### config.mk
export PLATFORM = sky130hd
export DESIGN_NAME = ddr2_wr_slicer
export DESIGN_NICKNAME = d
export VERILOG_FILES = /design/src/rtl/ddr2_wr_slicer.sv
export SDC_FILE = /design/constraint.sdc
export NUM_CORES = 1
export LEC_CHECK = 0
export CELL_PAD_IN_SITES_DETAIL_PLACEMENT = 0
export CELL_PAD_IN_SITES_GLOBAL_PLACEMENT = 1
export CORE_MARGIN = 1.5
export CORE_UTILIZATION = 25
export CTS_BUF_LIST = sky130_fd_sc_hd__clkbuf_16
export CTS_CLUSTER_SIZE = 16
export DETAILED_ROUTE_END_ITERATION = 6
export PLACE_DENSITY_LB_ADDON = 0.1
export SKIP_LAST_GASP = 1
export SLEW_MARGIN = 20
export SYNTH_ARGS = -nofsm -noshare
export SYNTH_HDL_FRONTEND = slang
export SYNTH_SLANG_ARGS = --single-unit
### constraint.sdc
create_clock -name clk -period 1.4 [get_ports clk]
set_input_delay 0.14 -clock clk [delete_from_list [all_inputs] [get_ports clk]]
set_output_delay 0.14 -clock clk [all_outputs]
set_load 0.02 [all_outputs]
### src/rtl/ddr2_wr_slicer.sv
module ddr2_wr_slicer #(
  parameter int DQ_W = 8
) (
  input  logic              clk,
  input  logic              rst,
  input  logic              wr_en_i,
  input  logic              wr_stop_i,
  input  logic              odd_lat_i,
  input  logic [4*DQ_W-1:0] fifo_dat_i,
  output logic              fifo_rd_o,
  output logic [4*DQ_W-1:0] dq_o,
  output logic [3:0]        dq_tri_o,
  output logic [3:0]        dqs_o,
  output logic [3:0]        dqs_tri_o
);
  localparam int HW = 2 * DQ_W;
  localparam int SW = 4 * DQ_W;

  logic en_q, last_q;
  logic [HW-1:0] hold;
  logic first, last, lo_on, hi_on;

  logic [SW-1:0] s_dq;
  logic [3:0]    s_dqt, s_dqsd, s_dqst;

  logic [SW-1:0] e1_dq, e2_dq, e3_dq;
  logic [3:0]    e1_dqt, e2_dqt, e3_dqt;
  logic [3:0]    e1_dqsd, e2_dqsd, e3_dqsd;
  logic [3:0]    e1_dqst, e2_dqst, e3_dqst;
  logic          join_b;

  assign first  = wr_en_i & (~en_q | last_q);
  assign last   = wr_en_i & ~wr_stop_i;
  assign lo_on  = wr_en_i & ~first;
  assign hi_on  = wr_en_i & ~last;
  assign join_b = first & last_q;

  assign fifo_rd_o = wr_en_i & wr_stop_i;

  assign s_dq  = {hi_on ? fifo_dat_i[HW-1:0] : {HW{1'b0}},
                  lo_on ? hold : {HW{1'b0}}};
  assign s_dqt = {{2{~hi_on}}, {2{~lo_on}}};
  assign s_dqst = !wr_en_i ? 4'b1111 : (last ? 4'b1100 : 4'b0000);
  assign s_dqsd = !wr_en_i ? 4'b0000 :
                  first    ? (last_q ? 4'b1010 : 4'b1000) :
                  last     ? 4'b0010 : 4'b1010;

  always_ff @(posedge clk) begin
    if (rst) begin
      en_q    <= 1'b0;
      last_q  <= 1'b0;
      hold    <= '0;
      e1_dq   <= '0;  e2_dq   <= '0;  e3_dq   <= '0;
      e1_dqt  <= '1;  e2_dqt  <= '1;  e3_dqt  <= '1;
      e1_dqsd <= '0;  e2_dqsd <= '0;  e3_dqsd <= '0;
      e1_dqst <= '1;  e2_dqst <= '1;  e3_dqst <= '1;
    end else begin
      en_q   <= wr_en_i;
      last_q <= last;
      if (fifo_rd_o) hold <= fifo_dat_i[SW-1:HW];
      e1_dq   <= s_dq;
      e1_dqt  <= s_dqt;
      e1_dqsd <= s_dqsd;
      e1_dqst <= s_dqst;
      e2_dq   <= e1_dq;
      e2_dqt  <= e1_dqt;
      e2_dqsd <= join_b ? 4'b1010 : e1_dqsd;
      e2_dqst <= join_b ? 4'b0000 : e1_dqst;
      e3_dq   <= e2_dq;
      e3_dqt  <= e2_dqt;
      e3_dqsd <= e2_dqsd;
      e3_dqst <= e2_dqst;
    end
  end

  assign dq_o      = odd_lat_i ? {e2_dq[HW-1:0], e3_dq[SW-1:HW]} : e2_dq;
  assign dq_tri_o  = odd_lat_i ? {e2_dqt[1:0], e3_dqt[3:2]}   : e2_dqt;
  assign dqs_o     = odd_lat_i ? {e2_dqsd[1:0], e3_dqsd[3:2]} : e2_dqsd;
  assign dqs_tri_o = odd_lat_i ? {e2_dqst[1:0], e3_dqst[3:2]} : e2_dqst;


  strobe_covers_data_chk: assert property (@(posedge clk) disable iff (rst)
    ((~dq_tri_o & dqs_tri_o) == 4'b0000));


  strobe_quiet_chk: assert property (@(posedge clk) disable iff (rst)
    ((dqs_o & dqs_tri_o) == 4'b0000));


  preamble_start_chk: assert property (@(posedge clk) disable iff (rst)
    (wr_en_i && !$past(wr_en_i)) |=> ##1 (dqs_tri_o != 4'b1111));

  generate
    for (genvar i = 0; i < 4; i++) begin : g_slot

      dq_quiet_chk: assert property (@(posedge clk) disable iff (rst)
        dq_tri_o[i] |-> (dq_o[i*DQ_W +: DQ_W] == '0));
    end
  endgenerate
endmodule

## After elaboration in Yosys (flattened, before gate mapping)

Cells that the tools add are included.

- Register bits: 147
- Bits of input ports: 37
- Output and inout port bits: 45

- Mux-type cells: 10
- Bitwise operators: 14
- Reduce and logical (&&, ||, !) cells: 4

Operators with widths:

| kind | count |
|---|---|
| $mux 32 | 1 |
| $mux 4 | 8 |
| $reduce_or 2->1 | 4 |
| $not 1->1 | 7 |
| $and 1x1->1 | 6 |
| $mux 2 | 1 |
| $or 1x1->1 | 1 |

## Logic depth before layout (Yosys ltp)

Gate-level depths: netlist of run 1.

- Word-level depth: 7
- Depth in mapped cells: 5
- Gate-level depth less buffers: 3

## Least setup slack after synthesis of run 1

No wires, ideal clock.

- Kind: input to output
- From: input odd_lat_i
- To: output dq_tri_o[1]
- Arrival time: 0.915 ns
- Slack: 0.345 ns
- Stages: 3
- Path buffers: 2
- Cells stage by stage: buf_2 -> mux2_2 -> buf_4

- Longest elaborated chain between the ends: 1

Ends and longest elaborated chain:

| element | RTL line | RTL |
|---|---|---|
| start, declared | 8 | `input logic odd_lat_i,` |
| $mux 4 | 77 | `assign dq_tri_o = odd_lat_i ? {e2_dqt[1:0], e3_dqt[3:2]} : e2_dqt;` |
| end, declared | 12 | `output logic [3:0] dq_tri_o,` |

Every way passes these cells.

## Worst setup path in the final report of run 1

- From: register e2_dq[15]
- To: output dq_o[15]

- Longest elaborated chain between the ends: 1

Ends and longest elaborated chain:

| element | RTL line | RTL |
|---|---|---|
| start, declared | 26 | `logic [SW-1:0] e1_dq, e2_dq, e3_dq;` |
| start signal, assigned | 65 | `e2_dq <= e1_dq;` |
| $mux 32 | 76 | `assign dq_o = odd_lat_i ? {e2_dq[HW-1:0], e3_dq[SW-1:HW]} : e2_dq;` |
| end, declared | 11 | `output logic [4*DQ_W-1:0] dq_o,` |

Every way passes these cells.

==> summary.md, run 1 <==
| Metric | Value |
|---|---|
| Hold Crit Class | in -> reg |
| # IOs | 82 |
| Cell area after synthesis | 3900 sq um |
| Die Height | 128 um |
| Period utilization | 0.972 |
| WL/cell | 13.0 um |
| Core ar. | 15,200 sq um |
| Post-synth top cells | 113 x dfxtp_1, 38 x mux2_2, 33 x nor2b_1 |
| Most common cell in the synthesized netlist | dfxtp_1 |
| Clk Latency, worst-skew pair | 410 ps |
| Worst Path Required | 1260 ps |
| #FFs+latches synth | 113 |
| Number of synthesized flops with an enable pin | 0 |
| Max Slew Vio Count | 0 |
| Final WL | 7990 um |
| Crit. End Element | output pin |
| CP delay by family, top | flip-flops |
| Max_cap viols | 0 |
| Via density | 3.88 |
| Final Skew | 4.70 ps |
| Synth unique cells | 22 |
| ANT cells | 0 |
| Top post-synthesis cells by area | dfxtp_1 58%, mux2_2 11%, nor2b_1 5.3% |
| Synthesized area per cell | 11.7 sq um |
| I/O Buffers | 79 |
| Data arrival, critical path | 1220 ps |
| Die X | 128 um |
| DRT iter0 DRCs | 139 |
| Yosys warnings | 0 |
| CP Class | reg -> out |
| Drt pass-1 iters | 4 |
| Biggest cell delay along the critical path | 310 ps |
| FMAX | 0.735 GHz |
| Antenna violations before repair | 0 |
| Post-synthesis async set-or-reset flop share | 0 |
| Final setup TNS | 0 ps |
| Worst-path clk slew | 50 ps |
| P&R area growth vs syn | 31.7% |
| Initial Util | 0.257 |
| Pin count of the biggest net entering global routing | 63 |
| Number of fill cells | 1,594 |
| Outcome | finished clean |
| CP Buf/Inv Count | 1 |
| Detailed placer's ending HPWL | 5080 um |
| Reg-to-reg slack, setup | 340 ps |
| Final hold vios | 0 |
| Register area share after synthesis | 0.580 |
| Yosys top cell area share | 0.580 |
| Post-layout nets | 450 |
| Drt drc | 0 |
| Via count | 2,385 |
| Synth Flop Type | dfxtp_1 |
| Syn Inst Count | 334 |
| Post-route cell area | 5140 sq um |
| First-pass GRT wire length | 12,600 um |
| # setup viols final | 0 |
| Clock Sinks | 113 |
| CTS Buf Count | 17 |
| Critical path launch point type | flop |
| Static leakage | 2.24 nW |
| Post-route ant nets | 0 |
| Critical-path top delay cell | dfxtp_1 |
| CTS root buffer | clkbuf_16 |
| GRT Total Usage | 0.105 |
| Max VDD drop | 0.777 mV |
| Area after DPL | 4820 sq um |
| Aggregate global routing overflow | 0 |
| Final worst path period need | 1360 ps |
| Vias in the first global route | 2,401 |
| Layout cells sized above 1 | 0.333 |
| CP cell instances | mux2_2 -> clkdlybuf4s15_2 |
| Die area | 16,400 sq um |
| Total power draw | 0.00743 W |
| Largest area contributor in the netlist | dfxtp_1 |
| Crit-path max FO | 2 |
| RSZ-0062 raised after global routing | false |
| Max Root-Sink Buffers | 2 |
| CTS tree | built |
| PwrDens | 1450 nW/um^2 |
| H-Tree Depth | 4 |
| Std-Cell Rows | 45 |
| Final GP Congestion | 0.651 |
==> state kept, by name (all words and copies together) (netlist names) <==
register,cells
e1_dq,32
e2_dq,32
e3_dq,16
hold,16
e1_dqsd,2
e1_dqst,2
e1_dqt,2
e2_dqsd,2
e2_dqst,2
e2_dqt,2
e3_dqsd,1
e3_dqst,1
e3_dqt,1
en_q,1
last_q,1
==> layout make-up <==
class,instances,area [sq um],area share
Sequential cell,113,2260,0.440
Inverter,4,15.0,0.00292
Tap cell,188,235,0.0458
Multi-Input combinational cell,189,1430,0.277
Clock inverter,15,87.6,0.0170
Clock buffer,17,425,0.0828
Timing Repair Buffer,88,687,0.134
==> worst paths after layout <==
check	start	to	cells after the start
worst max-delay path	e2_dq[15]	dq_o[15]	2
worst max register to register	last_q	e1_dq[7]	2
worst min register to register	e1_dqt[2]	e2_dqt[2]	1
worst min-delay path	rst	hold[14]	3
==> power by group <==
part	internal, W	switching (W)	total (W)
Clock	0.00235	0.00137	0.00371
Sequential	0.00329	0.0000226	0.00331
Combinational	0.000219	0.000189	0.000407
Total	0.00585	0.00158	0.00743
==> metal layers <==
metal	wire, um	track usage	vias to the layer above	part of all wire
met4	214	0.0635	0	0.027
met1	4010	0.135	1073	0.50
met2	3410	0.147	59	0.43
li1	-	-	1239	-
met5	0	0	-	0
met3	352	0.0426	14	0.044
==> logic make-up after synthesis <==
kind of cell | after synthesis | share of synthesized area
AND/OR/NAND/NOR | 113 | 0.186
flip-flops | 113 | 0.580
other | 1 | 0.000961
buffers and inverters | 33 | 0.0558
AO/OA/AOI/OAI | 36 | 0.0680
multiplexers | 38 | 0.110
==> placed cells by master (no fill, tap or decap), types with 3 or more instances in the layout <==
master	synthesis	layout
dfxtp_1	113	113
buf_2	6	41
mux2_2	38	38
clkdlybuf4s50_1	0	34
nor2b_1	33	33
and2_1	25	25
a21oi_1	18	18
and2b_1	17	17
clkbuf_16	0	17
nand3_1	16	16
a21bo_2	16	16
inv_1	4	9
and2_4	8	8
nor2_1	6	6
buf_4	11	6
clkinv_1	0	5
or2_2	4	4
clkinv_2	0	4
buf_12	0	3
==> tightest hold or removal path, cell delays in order <==
cell and delay [ps]:
buf_2 140, buf_4 200, a21oi_1 50
==> metrics by stage <==
step           hold WS [ps]  setup slack [ps]  utilization  instances
3_5_place_dp            396              -179        0.317        582
4_1_cts                 163             -86.8        0.348        614
6_report                173              38.6        0.338        614
3_3_place_gp            392              -136        0.317        582
2_1_floorplan           262               345            -        335
5_1_grt                 173              1.75        0.338        614
==> timing repair <==
item / CTS / global route
setup endpoints to repair: 43 / 24
resized for setup: 141 / 25
buffers inserted: 0 / 0
hold buffers: 0 / 0
Power figures use the tool's default switching activity.
==> run 2, diff against run 1 <==
--- a/config.mk
+++ b/config.mk
@@ -13,6 +13,7 @@
 export CTS_CLUSTER_SIZE = 16
 export DETAILED_ROUTE_END_ITERATION = 6
 export PLACE_DENSITY_LB_ADDON = 0.1
+export SKIP_CTS_REPAIR_TIMING = 1
 export SKIP_LAST_GASP = 1
 export SLEW_MARGIN = 20
 export SYNTH_ARGS = -nofsm -noshare
==> summary.md, run 2 (synthesis results as in run 1) <==
| Metric | Value |
|---|---|
| Pint | 0.00587 W (+0.27%) |
| Final GP Congestion | 0.651 (unchanged) |
| CTS tree | built |
| Antenna violations before repair | 0 (unchanged) |
| Post-route ant nets | 0 (unchanged) |
| Reg-to-reg slack, setup | 340 ps (about the same) |
| Final worst slack | 41.4 ps (+2.79 ps) |
| DRT iter0 DRCs | 137 (-1.4%) |
| CTS Buf Count | 17 (unchanged) |
| # setup viols final | 0 (unchanged) |
| Post-layout nets | 450 (unchanged) |
| Number of fill cells | 1,545 (-3.1%) |
| # IOs | 82 (unchanged) |
| Aggregate global routing overflow | 0 (unchanged) |
| Hold Crit Class | in -> reg |
| Data arrival, critical path | 1220 ps (about the same) |
| Max Root-Sink Buffers | 2 (unchanged) |
| Vias in the first global route | 2,367 (-1.4%) |
| GRT Total Usage | 0.104 (-0.000799) |
| Outcome | finished clean |
| Pin count of the biggest net entering global routing | 63 (unchanged) |
| Clk Latency, worst-skew pair | 410 ps (about the same) |
| Crit-path max FO | 2 (unchanged) |
| Final hold vios | 0 (unchanged) |
| Max VDD drop | 0.771 mV (-0.84%) |
| Dpl cells | 582 (unchanged) |
| Switch Pwr | 0.00157 W (-0.24%) |
| I/O Buffers | 79 (unchanged) |
| ANT cells | 0 (unchanged) |
| H-Tree Depth | 4 (unchanged) |
| Via density | 3.89 (about the same) |
| Max_cap viols | 0 (unchanged) |
| Logic pwr share | 0.057 (+0.002) |
| Final Skew | 4.63 ps (-0.0701 ps) |
| CTS root buffer | clkbuf_16 |
| Critical path launch point type | flop |
| P&R area growth vs syn | 39.5% |
| Worst Path Required | 1260 ps (about the same) |
| Share of total power in the clock network | 0.498 (about the same) |
| Detailed placer's ending HPWL | 5080 um (unchanged) |
| Most frequent cells in the layout | 113 x dfxtp_1, 43 x dlymetal6s2s_1, 38 x mux2_2 |
| Period utilization | 0.970 (-0.00199) |
| Final worst path period need | 1360 ps (-2.79 ps) |
| Drt drc | 0 (unchanged) |
| Worst-path clk slew | 50 ps (about the same) |
| Die area | 16,400 sq um (unchanged) |
| Core ar. | 15,200 sq um (unchanged) |
| Via count | 2,387 (+0.084%) |
| FMAX | 0.736 GHz (+0.21%) |
| Final WL | 8020 um (+0.41%) |
| Worst hold margin | 173 ps (+0.512 ps) |
| Layout cells sized above 1 | 0.235 (-0.0986) |
| Worst setup slack after placement | -179 ps (unchanged) |
| Clock Sinks | 113 (unchanged) |
| Drt pass-1 iters | 4 (unchanged) |
| Seq pwr share | 0.445 (about the same) |
| Commonest non-fill, non-tap cell in the layout | dfxtp_1 |
| RSZ-0062 raised after global routing | false |
| Max Slew Vio Count | 0 (unchanged) |
| Initial Util | 0.257 (unchanged) |
| Crit. End Element | output pin |
| Total power draw | 0.00744 W (+0.16%) |
| Fin cells | 614 (unchanged) |
| Static leakage | 2.83 nW (+26%) |
| WL/cell | 13.1 um (+0.41%) |
| Std-Cell Rows | 45 (unchanged) |
| Die X | 128 um (unchanged) |
| Largest regs | e1_dq (32), e2_dq (32) |
| First-pass GRT wire length | 12,500 um (-0.98%) |
| Net Sw Frac | 0.212 (-0.000855) |
| Die Height | 128 um (unchanged) |
| PwrDens | 1370 nW/um^2 (-5.5%) |
| CP Class | reg -> out |
==> run 2: changes by cell type in the layout (fill, tap and decap cells not counted), sizes merged <==
cell,change
dlymetal6s2s,+43
buf,-39
clkdlybuf4s15,-2
clkbuf,-1
dlygate4sd2,-1
==> run 2: area by class of cell <==
cell class              instances  area [sq um]  share of cell area
clock buffers                  17           425              0.0781
clock inverters                15          87.6              0.0161
inverters                       4          15.0             0.00276
multi-input cells             189          1430               0.262
flip-flops and latches        113          2260               0.416
well taps                     188           235              0.0432
repair buffers                 88           993               0.182
==> run 2: stage by stage <==
step           utilization  cell area, sq um  setup TNS, ps
6_report             0.358              5440              0
5_1_grt              0.358              5440              0
4_1_cts              0.351              5340         -12020
3_5_place_dp         0.317              4820         -10340
3_3_place_gp         0.317              4820          -8980
2_1_floorplan            -              3910              0
==> run 2: power groups by stage <==
stage / combinational [W] / sequential, W / clock (W)
5_1_grt: 0.000462 / 0.00332 / 0.00396
4_1_cts: 0.000440 / 0.00331 / 0.00382
3_5_place_dp: 0.000438 / 0.00338 / 0
2_1_floorplan: 0.000257 / 0.00337 / 0
6_report: 0.000423 / 0.00331 / 0.00371
3_3_place_gp: 0.000438 / 0.00338 / 0
==> run 2: worst paths after layout <==
path                   from        end  cells past startpoint
hold reg to reg   e1_dqt[2]  e2_dqt[2]                      1
setup / recovery  e2_dq[14]   dq_o[30]                      2
setup reg to reg     last_q   e1_dq[7]                      2
hold / removal          rst   hold[14]                      3
==> run 2: critical path, cell delays in order (launching register included) <==
cell and delay (ps):
dfxtp_1 330, mux2_2 280, dlymetal6s2s_1 210
==> run 2: per-layer routing <==
layer / global-route usage / vias to the layer above / part of all wire
met5: 0 / - / 0
met4: 0.0635 / 0 / 0.025
met3: 0.0422 / 14 / 0.041
met2: 0.145 / 57 / 0.43
met1: 0.134 / 1076 / 0.50
li1: - / 1240 / -
==> run 3, diff against run 2 <==
--- a/config.mk
+++ b/config.mk
@@ -8,10 +8,11 @@
 export CELL_PAD_IN_SITES_DETAIL_PLACEMENT = 0
 export CELL_PAD_IN_SITES_GLOBAL_PLACEMENT = 1
 export CORE_MARGIN = 1.5
-export CORE_UTILIZATION = 25
+export CORE_UTILIZATION = 39
 export CTS_BUF_LIST = sky130_fd_sc_hd__clkbuf_16
-export CTS_CLUSTER_SIZE = 16
+export CTS_CLUSTER_SIZE = 28
 export DETAILED_ROUTE_END_ITERATION = 6
+export GPL_ROUTABILITY_DRIVEN = 0
 export PLACE_DENSITY_LB_ADDON = 0.1
 export SKIP_CTS_REPAIR_TIMING = 1
 export SKIP_LAST_GASP = 1
==> summary.md, run 3 (synthesis results as in run 1) <==
| Metric | Value |
|---|---|
| Outcome | finished clean |
| Worst-path clk slew | 50 ps (about the same) |
| Clk Latency, worst-skew pair | 400 ps (about the same) |
| DRT iter0 DRCs | 67 (-51%) |
| Reg-to-reg slack, setup | 350 ps (about the same) |
| Most frequent cells in the layout | 113 x dfxtp_1, 43 x dlymetal6s2s_1, 38 x mux2_2 |
| PwrDens | 1410 nW/um^2 (+3.4%) |
| FMAX | 0.754 GHz (+2.4%) |
| Final Skew | 8.02 ps (+3.39 ps) |
| Commonest non-fill, non-tap cell in the layout | dfxtp_1 |
| Post-layout nets | 450 (unchanged) |
| Final WL | 6630 um (-17%) |
| Critical path launch point type | flop |
| Detailed placer's ending HPWL | 4290 um (-15%) |
| ANT cells | 0 (unchanged) |
| Hold depth | 2 (-1) |
| Die area | 10,600 sq um (-35%) |
| Static leakage | 2.81 nW (-0.76%) |
| Via density | 4.23 (+8.7%) |
| Aggregate global routing overflow | 0 (unchanged) |
| Data arrival, critical path | 1190 ps (-30 ps) |
| Reg2reg path depth | 2 (unchanged) |
| Drt drc | 0 (unchanged) |
| Core ar. | 9730 sq um (-36%) |
| Max Root-Sink Buffers | 2 (unchanged) |
| Worst hold margin | 114 ps (-59.0 ps) |
| Std-Cell Rows | 36 (-20%) |
| Worst r2r src | last_q |
| Final hold vios | 0 (unchanged) |
| Vias in the first global route | 2,283 (-3.5%) |
| P&R area growth vs syn | 39.0% |
| Reg2reg end | e1_dq[6] |
| I/O Buffers | 79 (unchanged) |
| Via count | 2,363 (-1.0%) |
| Crit. End Element | output pin |
| Post-route cell area | 5420 sq um (-0.39%) |
| RSZ-0062 raised after global routing | false |
| Max Slew Vio Count | 0 (unchanged) |
| # IOs | 82 (unchanged) |
| Area after DPL | 4750 sq um (-1.4%) |
| # setup viols final | 0 (unchanged) |
| Number of fill cells | 875 (-43%) |
| Final worst path period need | 1330 ps (-31.5 ps) |
| CTS tree | built |
| Antenna violations before repair | 0 (unchanged) |
| Max VDD drop | 0.611 mV (-21%) |
| Worst hold path startpoint | rst |
| Fin cells | 559 (-9.0%) |
| Hold path endpoint | en_q |
| CTS root buffer | clkbuf_16 |
| Die X | 103 um (-19%) |
| CTS Buf Count | 17 (unchanged) |
| Dpl cells | 527 (-9.5%) |
| GRT Total Usage | 0.137 (+0.0329) |
| Clock Sinks | 113 (unchanged) |
| Die Height | 103 um (-19%) |
| Final setup TNS | 0 ps (unchanged) |
| Hold Crit Class | in -> reg |
| Post-route ant nets | 0 (unchanged) |
| Pin count of the biggest net entering global routing | 61 (-3.2%) |
| Initial Util | 0.401 (+0.144) |
| Largest regs | e1_dq (32), e2_dq (32) |
| Layout cells sized above 1 | 0.256 (+0.0211) |
| First-pass GRT wire length | 10,800 um (-13%) |
| Crit-path max FO | 2 (unchanged) |
| H-Tree Depth | 4 (unchanged) |
| Worst Path Required | 1260 ps (about the same) |
| Period utilization | 0.948 (-0.0225) |
| CP Class | reg -> out |
| Drt pass-1 iters | 4 (unchanged) |
| Max_cap viols | 0 (unchanged) |
| WL/cell | 11.9 um (-9.2%) |
-- run 3: changes by cell type in the layout (fill, tap and decap cells not counted) --
| cell | previous run | this run |
|---|---|---|
| clkinv_1 | 5 | 1 |
| inv_6 | 0 | 4 |
| clkinv_2 | 4 | 1 |
| inv_1 | 9 | 4 |
| clkinv_4 | 0 | 1 |
| clkinvlp_4 | 0 | 7 |
-- run 3: critical path, stage by stage, from the launching register on --
cell            delay [ps]
dfxtp_1                320
mux2_2                 260
dlymetal6s2s_1         210
-- run 3: final cells by class --
cell class	count	area [sq um]	area share
tap	133	166	0.0307
sequential	113	2260	0.417
timing repair buffer	88	993	0.183
clock inverter	15	135	0.0249
clock buffer	17	425	0.0784
inverter	4	15.0	0.00277
multi-input combinational	189	1430	0.263
-- run 3: how the worst max path moves through the flow --
stage,start,to,slack [ps],cells after the start
2_1_floorplan,odd_lat_i,dq_tri_o[1],350,3
3_3_place_gp,wr_stop_i,fifo_rd_o,-110,3
3_5_place_dp,wr_stop_i,fifo_rd_o,-110,3
4_1_cts,e2_dqsd[1],dqs_o[3],-280,2
5_1_grt,e2_dqt[2],dq_tri_o[3],20,2
6_report,e2_dq[14],dq_o[30],70,2
-- run 3: metal layers --
metal / global-route usage / part of all wire / vias up / routed length, um
met2: 0.191 / 0.42 / 60 / 2800
li1: - / - / 1243 / -
met5: 0 / 0 / - / 0
met3: 0.0536 / 0.053 / 6 / 348
met1: 0.186 / 0.51 / 1054 / 3410
met4: 0.0655 / 0.011 / 0 / 74
-- run 3: stage by stage --
| step | setup WS [ps] | util | total power [W] |
|---|---|---|---|
| after floorplan | 345 | - | 0.00363 |
| after global placement | -108 | 0.489 | 0.00380 |
| after detailed placement | -113 | 0.489 | 0.00380 |
| after CTS | -278 | 0.546 | 0.00777 |
| after global routing | 21.8 | 0.557 | 0.00799 |
| final | 72.9 | 0.557 | 0.00767 |
-- run 3: power by group --
group | internal, W | switching (W) | total [W]
clock | 0.00245 | 0.00150 | 0.00395
combinational | 0.000234 | 0.000179 | 0.000413
sequential | 0.00329 | 0.0000213 | 0.00331
total | 0.00597 | 0.00170 | 0.00767
